File: config.mk
export PLATFORM = sky130hd
export DESIGN_NAME = sem_token_unit
export DESIGN_NICKNAME = d
export VERILOG_FILES = /design/src/rtl/sem_pkg.sv /design/src/rtl/sem_token_cell.sv /design/src/rtl/sem_read_port.sv /design/src/rtl/sem_token_unit.sv
export SDC_FILE = /design/constraint.sdc
export NUM_CORES = 1
export LEC_CHECK = 0
export BUFFER_PORTS_ARGS = -buffer_cell sky130_fd_sc_hd__buf_2
export CAP_MARGIN = 20
export CORE_MARGIN = 2
export CORE_UTILIZATION = 35
export CTS_CLUSTER_DIAMETER = 200
export DETAILED_ROUTE_END_ITERATION = 10
export PLACE_DENSITY = 0.57
export SLEW_MARGIN = 10
export SYNTH_ARGS = -nofsm -noshare
export SYNTH_HDL_FRONTEND = slang
export SYNTH_SLANG_ARGS = --single-unit
File: constraint.sdc
create_clock -name clk -period 3.25 [get_ports clk]
set_input_delay 0.325 -clock clk [delete_from_list [all_inputs] [get_ports clk]]
set_output_delay 0.325 -clock clk [all_outputs]
set_load 0.005 [all_outputs]
File: src/rtl/sem_pkg.sv
package sem_pkg;
  typedef struct packed {
    logic own_l;
    logic own_r;
    logic pend_l;
    logic pend_r;
  } tok_state_t;

  localparam int unsigned TOK_CNT_DEF = 8;
  localparam int unsigned RD_W_DEF    = 9;
endpackage

File: src/rtl/sem_token_cell.sv
module sem_token_cell
  import sem_pkg::*;
(
  input  logic clk,
  input  logic rst,
  input  logic l_wr,
  input  logic l_bit,
  input  logic r_wr,
  input  logic r_bit,
  output logic own_l,
  output logic own_r,
  output logic pend_l,
  output logic pend_r
);
  tok_state_t st_q, st_d;
  logic want_l, want_r;

  always_comb begin
    want_l = l_wr ? ~l_bit : (st_q.own_l | st_q.pend_l);
    want_r = r_wr ? ~r_bit : (st_q.own_r | st_q.pend_r);
    st_d   = '0;
    if (st_q.own_l) begin
      st_d.own_l = want_l;
      st_d.own_r = ~want_l & want_r;
    end else if (st_q.own_r) begin
      st_d.own_r = want_r;
      st_d.own_l = ~want_r & want_l;
    end else begin
      st_d.own_l = want_l;
      st_d.own_r = ~want_l & want_r;
    end
    st_d.pend_l = want_l & ~st_d.own_l;
    st_d.pend_r = want_r & ~st_d.own_r;
  end

  always_ff @(posedge clk) begin
    if (rst) st_q <= '0;
    else     st_q <= st_d;
  end

  assign own_l  = st_q.own_l;
  assign own_r  = st_q.own_r;
  assign pend_l = st_q.pend_l;
  assign pend_r = st_q.pend_r;
endmodule

File: src/rtl/sem_read_port.sv
module sem_read_port #(
  parameter int unsigned TOK_CNT = 8,
  parameter int unsigned RD_W    = 9,
  localparam int unsigned AW     = $clog2(TOK_CNT)
) (
  input  logic               clk,
  input  logic               rst,
  input  logic               rd_en,
  input  logic [AW-1:0]      addr,
  input  logic [TOK_CNT-1:0] view,
  output logic [RD_W-1:0]    rdata
);
  always_ff @(posedge clk) begin
    if (rst)        rdata <= '1;
    else if (rd_en) rdata <= {RD_W{view[addr]}};
  end
endmodule

File: src/rtl/sem_token_unit.sv
module sem_token_unit
  import sem_pkg::*;
#(
  parameter int unsigned TOK_CNT = TOK_CNT_DEF,
  parameter int unsigned RD_W    = RD_W_DEF,
  localparam int unsigned AW     = $clog2(TOK_CNT)
) (
  input  logic            clk,
  input  logic            rst,
  input  logic            l_sel,
  input  logic            l_we,
  input  logic [AW-1:0]   l_addr,
  input  logic            l_wdat,
  output logic [RD_W-1:0] l_rdata,
  input  logic            r_sel,
  input  logic            r_we,
  input  logic [AW-1:0]   r_addr,
  input  logic            r_wdat,
  output logic [RD_W-1:0] r_rdata
);
  logic [TOK_CNT-1:0] own_l_vec, own_r_vec, pend_l_vec, pend_r_vec;

  for (genvar i = 0; i < TOK_CNT; i++) begin : g_tok
    logic l_hit, r_hit;
    assign l_hit = l_sel & l_we & (l_addr == AW'(i));
    assign r_hit = r_sel & r_we & (r_addr == AW'(i));
    sem_token_cell u_cell (
      .clk   (clk),
      .rst   (rst),
      .l_wr  (l_hit),
      .l_bit (l_wdat),
      .r_wr  (r_hit),
      .r_bit (r_wdat),
      .own_l (own_l_vec[i]),
      .own_r (own_r_vec[i]),
      .pend_l(pend_l_vec[i]),
      .pend_r(pend_r_vec[i])
    );
  end

  sem_read_port #(.TOK_CNT(TOK_CNT), .RD_W(RD_W)) u_rd_l (
    .clk  (clk),
    .rst  (rst),
    .rd_en(l_sel & ~l_we),
    .addr (l_addr),
    .view (~own_l_vec),
    .rdata(l_rdata)
  );

  sem_read_port #(.TOK_CNT(TOK_CNT), .RD_W(RD_W)) u_rd_r (
    .clk  (clk),
    .rst  (rst),
    .rd_en(r_sel & ~r_we),
    .addr (r_addr),
    .view (~own_r_vec),
    .rdata(r_rdata)
  );
endmodule

==> flow_summary.toml, run 1 <==
[run_status]
run_status = "completed"

[timing]
worst_hold_slack_ns = 0.4151
grt_setup_unrepaired = "false"
timing_worst_slew_pin_value_ns = 0.4531
slew_headroom_pct = 69.53
tns_ns = 0
final.setup.worst_slack_ns = 1.852
final.setup_skew_ns = 0.004275
layout_min_cycle_time_ns = 1.398
final-max-slew-violation-count = 0
fmaxAchievable_mhz = 715.5
setup-violations-final = 0
layout_worst_path_cycle_share_pct = 43.00
hold_viol_final = 0

[critical_path]
r2r.worst_path.cells = 4
reg2reg_slack_ns = 2.00
timing.critical_path.from = "rst"
timing.critical_path.fanout_max = 12
worst_r2r_endpoint = "u_rd_l.rdata[0]$_SDFFE_PP1P_"
crit_path_start_kind = "input pin"
crit_required_ns = 3.41
setup.worst_path.end = "g_tok[2].u_cell.pend_l$_SDFF_PP0_"
timing.setup.critical_path_class = "input pin to flip-flop"
crit-reg2reg-launch = "g_tok[6].u_cell.own_l$_SDFF_PP0_"
crit_path_capture_type = "flip-flop"
critical_path_arrival_ns = 1.56

[placement]
gpl.final_weighted_congestion = 0.8282
placed_cells_incl_taps = 263
cell_area_after_placement_um2 = 1800
detailedPlace.worstSlack_ns = 1.586
detailedPlacementHpwl_um = 2974
portBuffers = 31

[worst_hold_path]
timing.hold.worst.class = "input pin to flip-flop"
hold_path_depth = 3

[yosys]
synth-seq-cells = 34
synth-async-reset-ratio_pct = 0
mappedNetlistArea_um2 = 1718
yosysWarnings = 0
netlist_instances = 186
synth_top_flop_cell = "sky130_fd_sc_hd__dfxtp_1"
seq_total_area_yosys_pct = 39.62
synth-edff-count = 0
synth_cell_type_count = 43
synth.net_count = 200
synth.top_cells.by_area = "sky130_fd_sc_hd__dfxtp_1 40%, sky130_fd_sc_hd__buf_4 7.0%, sky130_fd_sc_hd__nor2_1 4.4%"
synth_area_leader_cell = "sky130_fd_sc_hd__dfxtp_1"
synth_top_area_share_pct = 39.62
synth.avg_cell_area_um2 = 9.236

[drt]
m1WireLength_um = 1999
number_of_optimization_iterations_in_the_first_detailed_route_pass = 4
drc = 0
wl_per_cell_um = 14.49
antenna_violating_nets_post_route = 0
top_layer_used = "met4"
initialDrtViolationCount = 101
post_drt_via_cell_ratio = 5.284
routed-wl-met3_um = 195
met2_wirelength_um = 1685
num_vias = 1432
wl_final_um = 3928

[power_and_ir_drop]
total_power_mw = 0.8230
max-vdd-ir-drop_mv = 0.2367
p_int_mw = 0.6221
clockPowerShare_pct = 38.7
power.density_cell_area_nw_per_um2 = 435.0
power.combinational.fraction_pct = 9.4
switching_power_as_a_share_of_total_power_pct = 24.42
p_leak_nw = 0.7324
power.switching_mw = 0.2009
power.sequential.fraction_pct = 51.9

[layout]
syn2layout_area_growth_pct = 10.12
num_antenna_cells = 0
finalCoreUtilization_pct = 40.05
mostFrequentLayoutCells = "34 x sky130_fd_sc_hd__dfxtp_1, 31 x sky130_fd_sc_hd__buf_2, 20 x sky130_fd_sc_hd__nor2_1"
layoutNonFillerInstCount = 271
final_area_um2 = 1892
finalNetCount = 217
mostFrequentLayoutCell = "sky130_fd_sc_hd__dfxtp_1"
drive_above_1_share_pct = 21.57

[global_route]
wire_length_of_the_first_global_routing_pass_um = 6492
gr-total-overflow = 0
pin_count_of_the_biggest_net_entering_global_routing = 13
first_global_vias = 1287
grtUsageTotal_pct = 15.59
grt_antenna_before_repair = 0

[floorplan]
core.rowCount = 25
dieHeight_um = 74.06
floorplan.initialDensity_pct = 36.37
core_area_um2 = 4723
fp.dieW_um = 74.06
dieArea_um2 = 5485
top_level_ports = 32

[clocking]
cts_root_buffer = "sky130_fd_sc_hd__clkbuf_8"
cts_tree = "yes"
cts_max_level = 2
cts.repair.resized = 0
clock_sinks = 34
cts_setup_buffers = 0
cts_max_path_buffers = 2
path_clk_slew_ns = 0.07
tritoncts.num_buffers = 5
postCtsHoldBufs = 0
clock_insertion_delay_worst_skew_ns = 0.28

[run]
reported_max_cap_violation_count = 0
sequential cells by signal (all words and copies together), names as in the netlist:
name and flops:
g_tok.u_cell.own_l 8, g_tok.u_cell.own_r 8, g_tok.u_cell.pend_l 8, g_tok.u_cell.pend_r 8
u_rd_l.rdata 1, u_rd_r.rdata 1
critical path: stages:
cell                       delay, ns
sky130_fd_sc_hd__buf_2          0.25
sky130_fd_sc_hd__clkinv_1       0.36
sky130_fd_sc_hd__o221ai_1       0.17
sky130_fd_sc_hd__a21boi_0       0.35
sky130_fd_sc_hd__nor3_1         0.10
cells in the mapped netlist (3+ instances only):
cell,n
sky130_fd_sc_hd__dfxtp_1,34
sky130_fd_sc_hd__nor2_1,20
sky130_fd_sc_hd__buf_4,16
sky130_fd_sc_hd__nor3_1,12
sky130_fd_sc_hd__nand2b_1,10
sky130_fd_sc_hd__nor3b_1,7
sky130_fd_sc_hd__nand2_1,6
sky130_fd_sc_hd__o21ai_0,6
sky130_fd_sc_hd__a31oi_1,5
sky130_fd_sc_hd__a21boi_0,4
sky130_fd_sc_hd__a21oi_1,4
sky130_fd_sc_hd__and3_1,4
sky130_fd_sc_hd__and4b_1,4
sky130_fd_sc_hd__o211a_1,4
sky130_fd_sc_hd__or3_1,4
sky130_fd_sc_hd__a21boi_1,3
sky130_fd_sc_hd__o221ai_1,3
sky130_fd_sc_hd__o22ai_1,3
sky130_fd_sc_hd__o31ai_1,3
routing by layer:
layer | track usage, % | vias up
met4 | 4.242 | 0
met3 | 3.794 | 6
met2 | 23.61 | 48
met1 | 22.20 | 670
li1 | - | 708
met5 | 0 | -
how the worst min path moves through the flow:
stage | startpoint | to | slack [ns]
3_5_place_dp | g_tok[7].u_cell.own_r$_SDFF_PP0_ | g_tok[7].u_cell.pend_l$_SDFF_PP0_ | 0.54
3_3_place_gp | g_tok[7].u_cell.own_r$_SDFF_PP0_ | g_tok[7].u_cell.pend_l$_SDFF_PP0_ | 0.54
4_1_cts | r_wdat | g_tok[0].u_cell.own_l$_SDFF_PP0_ | 0.41
5_1_grt | r_wdat | g_tok[0].u_cell.own_l$_SDFF_PP0_ | 0.43
6_report | r_wdat | g_tok[0].u_cell.own_l$_SDFF_PP0_ | 0.42
2_1_floorplan | g_tok[6].u_cell.own_r$_SDFF_PP0_ | g_tok[6].u_cell.pend_l$_SDFF_PP0_ | 0.51
area by class of cell:
type                       instances  area (µm²)
tap                               67       83.83
timing repair buffer              31       155.1
inverter                           3       11.26
clock buffer                       7       86.33
fill                             483        2831
sequential                        34       680.7
multi-input combinational        128       869.6
clock inverter                     1       5.005
cells by family after synthesis:
group / Yosys count / synth area share (%)
AO/OA/AOI/OAI: 44 / 18.79
buffers and inverters: 24 / 9.760
AND/OR/NAND/NOR: 79 / 27.39
flip-flops: 34 / 39.62
multiplexers: 5 / 4.443
power groups by stage:
| stage | sequential (mW) | clock (mW) | combinational, mW |
|---|---|---|---|
| 6_report | 0.427 | 0.319 | 0.0778 |
| 5_1_grt | 0.427 | 0.343 | 0.0867 |
| 4_1_cts | 0.427 | 0.322 | 0.0773 |
| 3_5_place_dp | 0.436 | 0 | 0.0770 |
| 3_3_place_gp | 0.436 | 0 | 0.0766 |
| 2_1_floorplan | 0.435 | 0 | 0.0557 |
Power figures use the tool's default switching activity.
==> run 2: changes to the inputs <==
Clock period 3.25 ns to 1.4 ns, I/O delays scaled along.
==> flow_summary.toml, run 2 (synthesis results as in run 1) <==
[floorplan]
dieHeight_um = 74.06
dieArea_um2 = 5485
floorplan.initialDensity_pct = 36.37
core_area_um2 = 4723
core.rowCount = 25
top_level_ports = 32
fp.dieW_um = 74.06

[drt]
wl_per_cell_um = 14.71
num_vias = 1461
initialDrtViolationCount = 93
number_of_optimization_iterations_in_the_first_detailed_route_pass = 4
wl_final_um = 4059
post_drt_via_cell_ratio = 5.293
drc = 0
antenna_violating_nets_post_route = 0

[timing]
layout_min_cycle_time_ns = 1.232
final-max-slew-violation-count = 0
grt_setup_unrepaired = "false"
final.setup_skew_ns = 0.004582
slew_headroom_pct = 69.44
timing_worst_slew_pin_value_ns = 0.4546
hold_viol_final = 0
fmaxAchievable_mhz = 812.0
tns_ns = 0
setup-violations-final = 0
layout_worst_path_cycle_share_pct = 87.97

[worst_hold_path]
timing.hold.worst.class = "input pin to flip-flop"

[global_route]
wire_length_of_the_first_global_routing_pass_um = 6624
grt_antenna_before_repair = 0
gr-total-overflow = 0
first_global_vias = 1371
pin_count_of_the_biggest_net_entering_global_routing = 11
grtUsageTotal_pct = 16.13

[clocking]
tritoncts.num_buffers = 5
clock_sinks = 34
cts_max_level = 2
path_clk_slew_ns = 0.07
postCtsHoldBufs = 0
cts_max_path_buffers = 2
cts_tree = "yes"
cts_setup_buffers = 0
clock_insertion_delay_worst_skew_ns = 0.28
cts_root_buffer = "sky130_fd_sc_hd__clkbuf_8"
cts.repair.resized = 0

[layout]
num_antenna_cells = 0
finalCoreUtilization_pct = 40.85
syn2layout_area_growth_pct = 12.31
mostFrequentLayoutCells = "34 x sky130_fd_sc_hd__dfxtp_1, 31 x sky130_fd_sc_hd__buf_2, 20 x sky130_fd_sc_hd__nor2_1"
drive_above_1_share_pct = 23.44
mostFrequentLayoutCell = "sky130_fd_sc_hd__dfxtp_1"
multi_input_comb_area_um2 = 869.6
finalNetCount = 222
regArea_um2 = 680.7
fillCellCount = 458

[critical_path]
critical_path_buf_inv_count = 0
cpLargestDelayFamily = "multiplexers"
crit_path_start_kind = "flip-flop"
critical_path.cell_chain = "mux4_2, nor2_1, a31oi_1, a41oi_1"
crit_path_capture_type = "flip-flop"
timing.critical_path.fanout_max = 4
critical_path.max_stage_delay_ns = 0.47
timing.setup.critical_path_class = "flip-flop to flip-flop"
timing.critical_path.slowest_stage_cell = "sky130_fd_sc_hd__mux4_2"
critical_path_arrival_ns = 1.44
crit_required_ns = 1.61

[power_and_ir_drop]
total_power_mw = 1.925
max-vdd-ir-drop_mv = 0.5078
p_leak_nw = 0.7564
power.density_cell_area_nw_per_um2 = 997.5

[placement]
detailedPlacementHpwl_um = 3087
portBuffers = 31
gpl.final_weighted_congestion = 0.7579

[run]
reported_max_cap_violation_count = 0

[run_status]
run_status = "completed"
## run 2: changes by cell type in the layout (fill, tap and decap cells not counted)
cell | previous run | this run
sky130_fd_sc_hd__buf_4 | 0 | 5
## run 2: path summary, 6_finish.rpt
path / startpoint / endpoint / slack [ns] / depth (start not counted)
max: g_tok[4].u_cell.own_r$_SDFF_PP0_ / u_rd_r.rdata[0]$_SDFFE_PP1P_ / 0.17 / 4
min: rst / g_tok[0].u_cell.own_l$_SDFF_PP0_ / 0.14 / 2
max reg2reg: g_tok[4].u_cell.own_r$_SDFF_PP0_ / u_rd_r.rdata[0]$_SDFFE_PP1P_ / 0.17 / 4
min reg2reg: g_tok[3].u_cell.pend_l$_SDFF_PP0_ / g_tok[3].u_cell.own_r$_SDFF_PP0_ / 0.56 / 3
## run 2: area by class of cell
type	count	area share (%)
Timing Repair Buffer	36	9.987
Tap cell	67	4.345
Clock buffer	7	4.475
Sequential cell	34	35.28
Clock inverter	1	0.2594
Inverter	3	0.5837
Multi-Input combinational cell	128	45.07
## run 2: metal layers
layer  routed length [µm]  vias up  share of wire, %  track usage (%)
li1                     -      721                 -                -
met1                 1894      683                47            21.30
met2                 1850       53                46            26.49
met3                  282        4               6.9            3.930
met4                   32        0              0.79            4.242
met5                    0        -                 0                0
## run 2: per-stage QoR
step / hold WS, ns / std cells / worst slack [ns] / area [µm²]
6_report: 0.1388 / 276 / 0.1684 / 1929
3_5_place_dp: 0.4387 / 268 / 0.02771 / 1838
4_1_cts: 0.1414 / 276 / 0.1676 / 1929
3_3_place_gp: 0.4325 / 268 / 0.01448 / 1838
2_1_floorplan: 0.3291 / 186 / 0.2627 / 1718
5_1_grt: 0.1497 / 276 / 0.1070 / 1929
## run 2: worst register-to-register path: cells and delay by family (launching register included)
kind,cells,cell delay [ns]
AO/OA/AOI/OAI,2,0.24
multiplexers,1,0.47
flip-flops,1,0.35
AND/OR/NAND/NOR,1,0.10
## run 2: power breakdown
group	switching (mW)	total, mW	leakage [nW]	internal, mW
clock network	0.345	0.741	0.0482	0.397
registers	0.0129	0.991	0.274	0.978
logic	0.114	0.192	0.434	0.0783
